File: src/rtl/otc_pkg.sv
package otc_pkg;

   typedef enum logic [1:0] {
      OTC_SEL_BASE  = 2'd0,
      OTC_SEL_COUNT = 2'd1,
      OTC_SEL_CTRL  = 2'd2,
      OTC_SEL_SPARE = 2'd3
   } otc_sel_e;

   typedef enum logic [1:0] {
      OTC_CMD_NONE,
      OTC_CMD_STORE,
      OTC_CMD_RUN,
      OTC_CMD_REJECT
   } otc_cmd_e;

   localparam int          OTC_BUSY_BIT  = 24;
   localparam int          OTC_TRIG_BIT  = 28;
   localparam logic [31:0] OTC_RUN_CODE  = 32'h1100_0002;
   localparam logic [31:0] OTC_TERM_WORD = 32'h00FF_FFFF;
   localparam logic [31:0] OTC_CLR_MASK  = (32'd1 << OTC_BUSY_BIT) | (32'd1 << OTC_TRIG_BIT);

endpackage

File: src/rtl/otc_cmd_decode.sv
module otc_cmd_decode
   import otc_pkg::*;
(
   input  logic             cfg_we,
   input  otc_sel_e         cfg_sel,
   input  logic [31:0]      cfg_wdata,
   input  logic             busy,
   output logic             base_we,
   output logic             count_we,
   output otc_cmd_e         cmd
);

   always_comb begin
      base_we  = 1'b0;
      count_we = 1'b0;
      cmd      = OTC_CMD_NONE;
      if (cfg_we && !busy) begin
         case (cfg_sel)
            OTC_SEL_BASE:  base_we  = 1'b1;
            OTC_SEL_COUNT: count_we = 1'b1;
            OTC_SEL_CTRL: begin
               if (!cfg_wdata[OTC_BUSY_BIT])
                  cmd = OTC_CMD_STORE;
               else if (cfg_wdata == OTC_RUN_CODE)
                  cmd = OTC_CMD_RUN;
               else
                  cmd = OTC_CMD_REJECT;
            end
            default: ;
         endcase
      end
   end

endmodule

File: src/rtl/otc_ctrl_regs.sv
module otc_ctrl_regs
   import otc_pkg::*;
#(
   parameter int PTR_W = 24,
   parameter int CNT_W = 24
) (
   input  logic              clk,
   input  logic              rst_n,
   input  logic              base_we,
   input  logic              count_we,
   input  otc_cmd_e          cmd,
   input  logic [31:0]       wdata,
   input  logic              walk_done,
   output logic [PTR_W-1:0]  base_q,
   output logic [CNT_W-1:0]  count_q,
   output logic [31:0]       ctrl_q,
   output logic              busy,
   output logic              irq
);

   always_ff @(posedge clk or negedge rst_n) begin
      if (!rst_n) begin
         base_q  <= '0;
         count_q <= '0;
      end else begin
         if (base_we)  base_q  <= wdata[PTR_W-1:0];
         if (count_we) count_q <= wdata[CNT_W-1:0];
      end
   end

   always_ff @(posedge clk or negedge rst_n) begin
      if (!rst_n) begin
         ctrl_q <= '0;
         irq    <= 1'b0;
      end else begin
         irq <= 1'b0;
         if (walk_done) begin
            ctrl_q <= ctrl_q & ~OTC_CLR_MASK;
            irq    <= 1'b1;
         end else begin
            case (cmd)
               OTC_CMD_STORE,
               OTC_CMD_RUN:    ctrl_q <= wdata;
               OTC_CMD_REJECT: begin
                  ctrl_q <= wdata & ~OTC_CLR_MASK;
                  irq    <= 1'b1;
               end
               default: ;
            endcase
         end
      end
   end

   assign busy = ctrl_q[OTC_BUSY_BIT];

   assert_done_only_when_busy_R8: assert property (@(posedge clk) disable iff (!rst_n)
      walk_done |-> busy);

   assert_irq_leaves_idle_R8: assert property (@(posedge clk) disable iff (!rst_n)
      irq |-> (!ctrl_q[OTC_BUSY_BIT] && !ctrl_q[OTC_TRIG_BIT]));

endmodule

File: src/rtl/otc_walker.sv
module otc_walker
   import otc_pkg::*;
#(
   parameter int PTR_W     = 24,
   parameter int CNT_W     = 24,
   parameter int MEM_FLOOR = 0
) (
   input  logic              clk,
   input  logic              rst_n,
   input  logic              start,
   input  logic [PTR_W-1:0]  base,
   input  logic [CNT_W-1:0]  count,
   output logic              mem_wr_valid,
   input  logic              mem_wr_ready,
   output logic [PTR_W-1:0]  mem_wr_addr,
   output logic [31:0]       mem_wr_data,
   output logic              done
);

   localparam logic [PTR_W-1:0] ALIGN_MASK = ~PTR_W'(3);
   localparam logic [PTR_W-1:0] STEP       = PTR_W'(4);
   localparam logic [PTR_W-1:0] FLOOR_STOP = PTR_W'(MEM_FLOOR + 4);
   localparam logic [CNT_W-1:0] ONE        = CNT_W'(1);

   if (PTR_W < 8 || PTR_W > 32) begin : g_bad_ptr
      $error("otc_walker: PTR_W must lie in 8..32");
   end
   if (CNT_W < 1 || CNT_W > 32) begin : g_bad_cnt
      $error("otc_walker: CNT_W must lie in 1..32");
   end
   if ((MEM_FLOOR % 4) != 0) begin : g_bad_floor
      $error("otc_walker: MEM_FLOOR must be word aligned");
   end

   logic              active;
   logic [PTR_W-1:0]  cur_addr;
   logic [CNT_W-1:0]  remain;
   logic              is_last;
   logic [PTR_W-1:0]  link;
   logic [31:0]       link_word;

   assign is_last = (remain <= ONE) || (cur_addr < FLOOR_STOP);
   assign link    = cur_addr - STEP;

   if (PTR_W >= 24) begin : g_link_wide
      assign link_word = {8'h00, link[23:0]};
   end else begin : g_link_narrow
      assign link_word = 32'(link);
   end

   always_ff @(posedge clk or negedge rst_n) begin
      if (!rst_n) begin
         active   <= 1'b0;
         cur_addr <= '0;
         remain   <= '0;
      end else if (start) begin
         active   <= 1'b1;
         cur_addr <= base & ALIGN_MASK;
         remain   <= count;
      end else if (active && mem_wr_ready) begin
         if (is_last) begin
            active <= 1'b0;
         end else begin
            cur_addr <= link;
            remain   <= remain - ONE;
         end
      end
   end

   assign mem_wr_valid = active;
   assign mem_wr_addr  = cur_addr;
   assign mem_wr_data  = is_last ? OTC_TERM_WORD : link_word;
   assign done         = active && mem_wr_ready && is_last;

   assert_descend_by_four_R4: assert property (@(posedge clk) disable iff (!rst_n)
      (mem_wr_valid && mem_wr_ready && !done) |=>
         (mem_wr_valid && mem_wr_addr == $past(mem_wr_addr) - STEP));

   assert_hold_under_stall_R10: assert property (@(posedge clk) disable iff (!rst_n)
      (mem_wr_valid && !mem_wr_ready) |=>
         (mem_wr_valid && $stable(mem_wr_addr) && $stable(mem_wr_data)));

   assert_no_restart_while_active_R11: assert property (@(posedge clk) disable iff (!rst_n)
      start |-> !active);

endmodule

File: src/rtl/otc_clear_dma.sv
module otc_clear_dma
   import otc_pkg::*;
#(
   parameter int PTR_W     = 24,
   parameter int CNT_W     = 24,
   parameter int MEM_FLOOR = 0
) (
   input  logic              clk,
   input  logic              rst_n,
   input  logic              cfg_we,
   input  logic [1:0]        cfg_sel,
   input  logic [31:0]       cfg_wdata,
   output logic [31:0]       ctrl_out,
   output logic              irq,
   output logic              mem_wr_valid,
   input  logic              mem_wr_ready,
   output logic [PTR_W-1:0]  mem_wr_addr,
   output logic [31:0]       mem_wr_data
);

   logic              base_we;
   logic              count_we;
   otc_cmd_e          cmd;
   logic              busy;
   logic              walk_done;
   logic [PTR_W-1:0]  base_q;
   logic [CNT_W-1:0]  count_q;

   otc_cmd_decode i_decode (
      .cfg_we    (cfg_we),
      .cfg_sel   (otc_sel_e'(cfg_sel)),
      .cfg_wdata (cfg_wdata),
      .busy      (busy),
      .base_we   (base_we),
      .count_we  (count_we),
      .cmd       (cmd)
   );

   otc_ctrl_regs #(
      .PTR_W (PTR_W),
      .CNT_W (CNT_W)
   ) i_regs (
      .clk       (clk),
      .rst_n     (rst_n),
      .base_we   (base_we),
      .count_we  (count_we),
      .cmd       (cmd),
      .wdata     (cfg_wdata),
      .walk_done (walk_done),
      .base_q    (base_q),
      .count_q   (count_q),
      .ctrl_q    (ctrl_out),
      .busy      (busy),
      .irq       (irq)
   );

   otc_walker #(
      .PTR_W     (PTR_W),
      .CNT_W     (CNT_W),
      .MEM_FLOOR (MEM_FLOOR)
   ) i_walker (
      .clk          (clk),
      .rst_n        (rst_n),
      .start        (cmd == OTC_CMD_RUN),
      .base         (base_q),
      .count        (count_q),
      .mem_wr_valid (mem_wr_valid),
      .mem_wr_ready (mem_wr_ready),
      .mem_wr_addr  (mem_wr_addr),
      .mem_wr_data  (mem_wr_data),
      .done         (walk_done)
   );

   assert_write_only_when_busy_R2: assert property (@(posedge clk) disable iff (!rst_n)
      mem_wr_valid |-> ctrl_out[OTC_BUSY_BIT]);

endmodule

File: config.mk
export PLATFORM = sky130hd
export DESIGN_NAME = otc_clear_dma
export DESIGN_NICKNAME = d
export VERILOG_FILES = /design/src/rtl/otc_pkg.sv /design/src/rtl/otc_cmd_decode.sv /design/src/rtl/otc_ctrl_regs.sv /design/src/rtl/otc_walker.sv /design/src/rtl/otc_clear_dma.sv
export SDC_FILE = /design/constraint.sdc
export NUM_CORES = 1
export LEC_CHECK = 0
export BUFFER_PORTS_ARGS = -buffer_cell sky130_fd_sc_hd__buf_2
export CAP_MARGIN = 20
export CELL_PAD_IN_SITES_DETAIL_PLACEMENT = 0
export CELL_PAD_IN_SITES_GLOBAL_PLACEMENT = 1
export CORE_ASPECT_RATIO = 1.5
export CORE_MARGIN = 2
export CORE_UTILIZATION = 40
export CTS_CLUSTER_SIZE = 20
export DETAILED_ROUTE_END_ITERATION = 7
export PLACE_DENSITY_LB_ADDON = 0.1
export SYNTH_ARGS = -nofsm -noshare
export SYNTH_HDL_FRONTEND = slang
export SYNTH_HIERARCHICAL = 1
export SYNTH_SLANG_ARGS = --single-unit
File: constraint.sdc
create_clock -name clk -period 3.1 [get_ports clk]
set_input_delay 0.155 -clock clk [delete_from_list [all_inputs] [get_ports clk]]
set_output_delay 0.155 -clock clk [all_outputs]
set_load 0.005 [all_outputs]
==> flow_summary.json, run 1 <==
{
  "syn_area_mm2": 0.006837,
  "timing_hold_violations_final": 0,
  "die-area_mm2": 0.01817,
  "ir_drop_uv": 431.3,
  "post-cts-setup-buffer-count": 0,
  "seqPwrFrac": 0.396,
  "setup_ws_ns": 0.2792,
  "critPathKind": "flop to output port",
  "fp.dieH_um": 164.1,
  "num_io_pins": 128,
  "track_usage": 0.2116,
  "wire_per_inst_um": 19.59,
  "post-route-min-period_ns": 2.821,
  "mostFrequentLayoutCells": "dfrtp_1 (126), buf_2 (116), mux2_4 (68)",
  "top_layer": "met4",
  "r2r_cells": 7,
  "syn_inst": 609,
  "crit_chain": "nor4_4 -> nand4_1 -> buf_4 -> or3_1 -> xor2_1 -> nand2_1 -> buf_2",
  "io_buffers": 117,
  "htreeDepth": 4,
  "timing.setup.tns_ns": 0,
  "clkTransAtPathRegs_ns": 0.06,
  "cts_buffers": 17,
  "wl_met2_um": 9647,
  "crit_fanout": 8,
  "min_path_type": "primary input to flop",
  "startpoint_type": "flop",
  "clock_skew_ns": 0.009704,
  "grt_pass1_wl_um": 29970,
  "grt_overflow_total": 0,
  "hpwlAfterDp_um": 13140,
  "r2r-end": "i_regs/ctrl_q[18]",
  "nets": 782,
  "clock.fmax_mhz": 354.5,
  "p_sw_frac": 0.3381,
  "p_leak_uw": 0.003621,
  "wl_met1_um": 8295,
  "postSynthAreaPerCell_um2": 11.23,
  "num_vias": 5325,
  "coreArea_mm2": 0.01676,
  "p_int_uw": 5439,
  "grt_max_degree": 67,
  "drt_wl_total_um": 18850,
  "initial_core_util": 0.4078,
  "layout-drive-gt1-share": 0.3471,
  "cts_root_buffer": "clkbuf_16",
  "fin_crit_sh": 0.9099,
  "setup_viol": 0,
  "grt_antenna_before_repair": 0,
  "outcome": "finished clean",
  "max-cap-violations": 0,
  "cp_slowest_stage_delay_ns": 0.55,
  "p_per_area_mw_per_mm2": 981.9,
  "cpMaxStageDelayCell": "nor4_4",
  "clk_latency_ns": 0.42,
  "drcViolationCount": 0,
  "antenna_left": 0,
  "drt_iter0_markers": 279,
  "vias_per_cell": 5.535,
  "row_count": 58,
  "yosysWarningCount": 6,
  "reg2reg_setup_slack_ns": 0.30,
  "max_slew_margin": 0.4566,
  "cts_tree": "built",
  "diodes": 0,
  "clock_power_share": 0.263,
  "clkSinkCount": 126,
  "power.switching_uw": 2778,
  "slew_violations": 0,
  "whs_path_depth": 2,
  "hp-start": "cfg_wdata[4]",
  "die_x_um": 110.7,
  "crit_path_end_kind": "output port",
  "area_growth_pct": 22.42,
  "combinationalPowerShare": 0.341,
  "wl_met3_um": 731,
  "worstPathArrival_ns": 2.67,
  "clockBufferDepth": 2,
  "layout_commonest_cell": "dfrtp_1",
  "gp_congestion": 0.8361,
  "worst_slew_pin_slew_ns": 0.8151,
  "timing.rr.start": "i_walker/remain[6]",
  "rsz0062_at_grt": "no",
  "whs_endpoint": "i_regs/ctrl_q[4]",
  "firstDrtPassIters": 4,
  "cp.required_ns": 2.94,
  "place_ws_ns": 0.2797,
  "grt_pass1_vias": 5292
}
[state kept, by name, indices dropped and copies added, names as in the netlist]
| signal | cells |
|---|---|
| i_regs/irq | 1 |
| i_regs/count_q | 24 |
| i_regs/base_q | 22 |
| i_walker/remain | 24 |
| i_walker/mem_wr_valid | 1 |
| i_regs/ctrl_q | 32 |
| i_walker/mem_wr_addr | 22 |
[power groups by stage]
stage                     Sequential (µW)  Clock [µW]  Combinational (µW)
after global routing                 3400        2290                3100
final                                3250        2160                2800
after CTS                            3250        2210                2820
after floorplan                      3070           0                1860
after detailed placement             3260           0                2800
after global placement               3240           0                2740
[worst max-delay path by stage]
stage / start / endpoint / slack (ns) / cells past startpoint
4_1_cts: i_walker/remain[6] / mem_wr_data[0] / 0.17 / 6
2_1_floorplan: i_walker/remain[6] / i_regs/ctrl_q[0] / 0.21 / 9
3_3_place_gp: i_walker/remain[6] / i_regs/ctrl_q[22] / 0.33 / 6
3_5_place_dp: i_walker/remain[0] / i_regs/ctrl_q[3] / 0.28 / 8
6_report: i_walker/mem_wr_addr[6] / mem_wr_data[17] / 0.28 / 7
5_1_grt: i_walker/remain[6] / mem_wr_data[0] / 0.13 / 6
[cell type report]
type,instances,area [µm²]
Fill cell,1575,8394
Multi-Input combinational cell,435,3403
Timing Repair Buffer,147,870.8
Clock buffer,18,429.2
Clock inverter,14,205.2
Inverter,12,45.04
Sequential cell,126,3153
Tap cell,210,262.8
[per-stage QoR]
step / power (µW) / instances / cell area (µm²) / hold slack (ns) / utilization
finish: 8218 / 962 / 8369 / 0.02139 / 0.4993
detailed placement: 6062 / 919 / 7599 / 0.3009 / 0.4533
global route: 8778 / 962 / 8369 / 0.01067 / 0.4993
global placement: 5983 / 919 / 7599 / 0.2889 / 0.4533
floorplan: 4930 / 618 / 6870 / -0.1406 / -
CTS: 8289 / 961 / 8333 / 0.004819 / 0.4971
[timing repair]
item                                    in CTS  in global routing
hold endpoints to repair                    69                  0
hold buffers                                10                  0
gates resized for setup                      0                  1
endpoints found under the setup margin       0                  4
[worst max-delay path: cells and delay by family, from the launching register on]
| kind | cells | cell delay [ns] |
|---|---|---|
| flops | 1 | 0.45 |
| buf+inv | 2 | 0.39 |
| xor+xnor | 1 | 0.15 |
| simple gates | 4 | 1.26 |
[per-layer routing]
metal / up-vias / track usage
met3: 15 / 0.03838
li1: 2485 / -
met2: 143 / 0.3684
met1: 2682 / 0.2740
met4: 0 / 0.05284
met5: - / 0
(Power assumes the default switching activity.)
==> run 2, diff against run 1 <==
RECOVER_POWER = 50   (was not set)
==> flow_summary.json, run 2 (synthesis gave the netlist of run 1 again) <==
{
  "outcome": "finished, violations left",
  "violations": "max-capacitance violations, max-slew violations",
  "layout-drive-gt1-share": 0.3059,
  "fin_crit_sh": 0.9053,
  "largest_reg_flops": 32,
  "nFillCells": 1594,
  "initial_core_util": 0.4078,
  "firstDrtPassIters": 4,
  "clock_skew_ns": 0.01004,
  "cp.required_ns": 2.94,
  "post-route-min-period_ns": 2.806,
  "mostFrequentLayoutCells": "dfrtp_1 (126), buf_2 (85), mux2_4 (68)",
  "drt_iter0_markers": 269,
  "cts_buffers": 17,
  "ir_drop_uv": 420.2,
  "grt_pass1_vias": 5292,
  "setup_viol": 0,
  "antenna_left": 0,
  "drcViolationCount": 0,
  "p_leak_uw": 0.003527,
  "htreeDepth": 4,
  "critical_path_buf_inv_count": 2,
  "max_slew_margin": -0.02374,
  "clockBufferDepth": 2,
  "worstPathArrival_ns": 2.65,
  "crit_chain": "nor4_4 -> nand4_1 -> buf_4 -> or3_1 -> xor2_1 -> nand2_1 -> buf_2",
  "grt_max_degree": 67,
  "slew_violations": 62,
  "critPathKind": "flop to output port",
  "clkSinkCount": 126,
  "hpwlAfterDp_um": 13140,
  "layout_commonest_cell": "dfrtp_1",
  "cpMaxStageDelayCell": "nor4_4",
  "drt_wl_total_um": 18740,
  "nets": 782,
  "row_count": 58,
  "gp_congestion": 0.8361,
  "p_total_uw": 8170,
  "max-cap-violations": 1,
  "min_path_type": "primary input to flop",
  "clkTransAtPathRegs_ns": 0.06,
  "cts_tree": "built",
  "num_io_pins": 128,
  "grt_antenna_before_repair": 0,
  "path_delay_family": "simple AND/OR/NAND/NOR gates",
  "crit_fanout": 8,
  "area_growth_pct": 21.63,
  "timing.setup.tns_ns": 0,
  "wire_per_inst_um": 19.48,
  "top_regs": "i_regs/ctrl_q (32), i_regs/count_q (24), i_walker/remain (24)",
  "clk_latency_ns": 0.42,
  "startpoint_type": "flop",
  "clock.fmax_mhz": 356.3,
  "reg2reg_setup_slack_ns": 0.32,
  "post-cts-setup-buffer-count": 0,
  "grt_overflow_total": 0,
  "worst_slew_pin_slew_ns": 1.536,
  "vias_per_cell": 5.556,
  "p_per_area_mw_per_mm2": 982.5,
  "timing_hold_violations_final": 0,
  "crit_path_end_kind": "output port",
  "diodes": 0,
  "io_buffers": 117,
  "cts_root_buffer": "clkbuf_16",
  "track_usage": 0.2116,
  "cp_slowest_stage_delay_ns": 0.54,
  "fp.dieH_um": 164.1,
  "die_x_um": 110.7,
  "regMostFlops": "i_regs/ctrl_q",
  "rsz0062_at_grt": "no",
  "die-area_mm2": 0.01817,
  "hold_slack_ns": 0.02122,
  "coreArea_mm2": 0.01676,
  "grt_pass1_wl_um": 29970,
  "num_vias": 5345
}
[run 2: final cells by class]
type	instances	area, µm²	share of cell area
clock buffers	18	429.2	0.05161
inverters	12	45.04	0.005417
repair buffers	147	817.0	0.09825
clock inverters	14	205.2	0.02468
well taps	210	262.8	0.03160
multi-input cells	435	3403	0.4093
flip-flops and latches	126	3153	0.3792
[run 2: what timing repair did]
item                                    CTS  global route
resized for setup                         0             1
endpoints found under the setup margin    0             4
hold endpoints to repair                 69             0
hold buffers                             10             0
[run 2: per-stage QoR]
step                      worst slack [ns]  area (µm²)  utilization  instances
after floorplan                     0.2099        6870            -        618
after global placement              0.3256        7599       0.4533        919
after detailed placement            0.2797        7599       0.4533        919
after CTS                           0.1668        8333       0.4971        961
after global routing                0.1279        8315       0.4960        962
final                               0.2936        8315       0.4960        962
[run 2: report_power, final]
part           switching, µW  internal [µW]
Sequential               787           2470
Combinational           1200           1550
Clock                    796           1370
Total                   2780           5390
[run 2: path summary, 6_finish.rpt]
check,depth (start not counted),to,start
setup / recovery,7,mem_wr_data[17],i_walker/mem_wr_addr[6]
hold / removal,2,i_regs/ctrl_q[4],cfg_wdata[4]
setup reg to reg,7,i_regs/ctrl_q[18],i_walker/remain[10]
hold reg to reg,1,i_regs/count_q[23],i_regs/count_q[23]
max in group asynchronous,3,i_regs/count_q[4],rst_n
min in group asynchronous,2,i_walker/mem_wr_addr[23],rst_n
[run 2: per-layer routing]
metal	up-vias	wire, µm	track usage
li1	2496	-	-
met1	2701	8195	0.2740
met2	133	9653	0.3684
met3	15	724	0.03838
met4	0	163	0.05284
met5	-	0	0
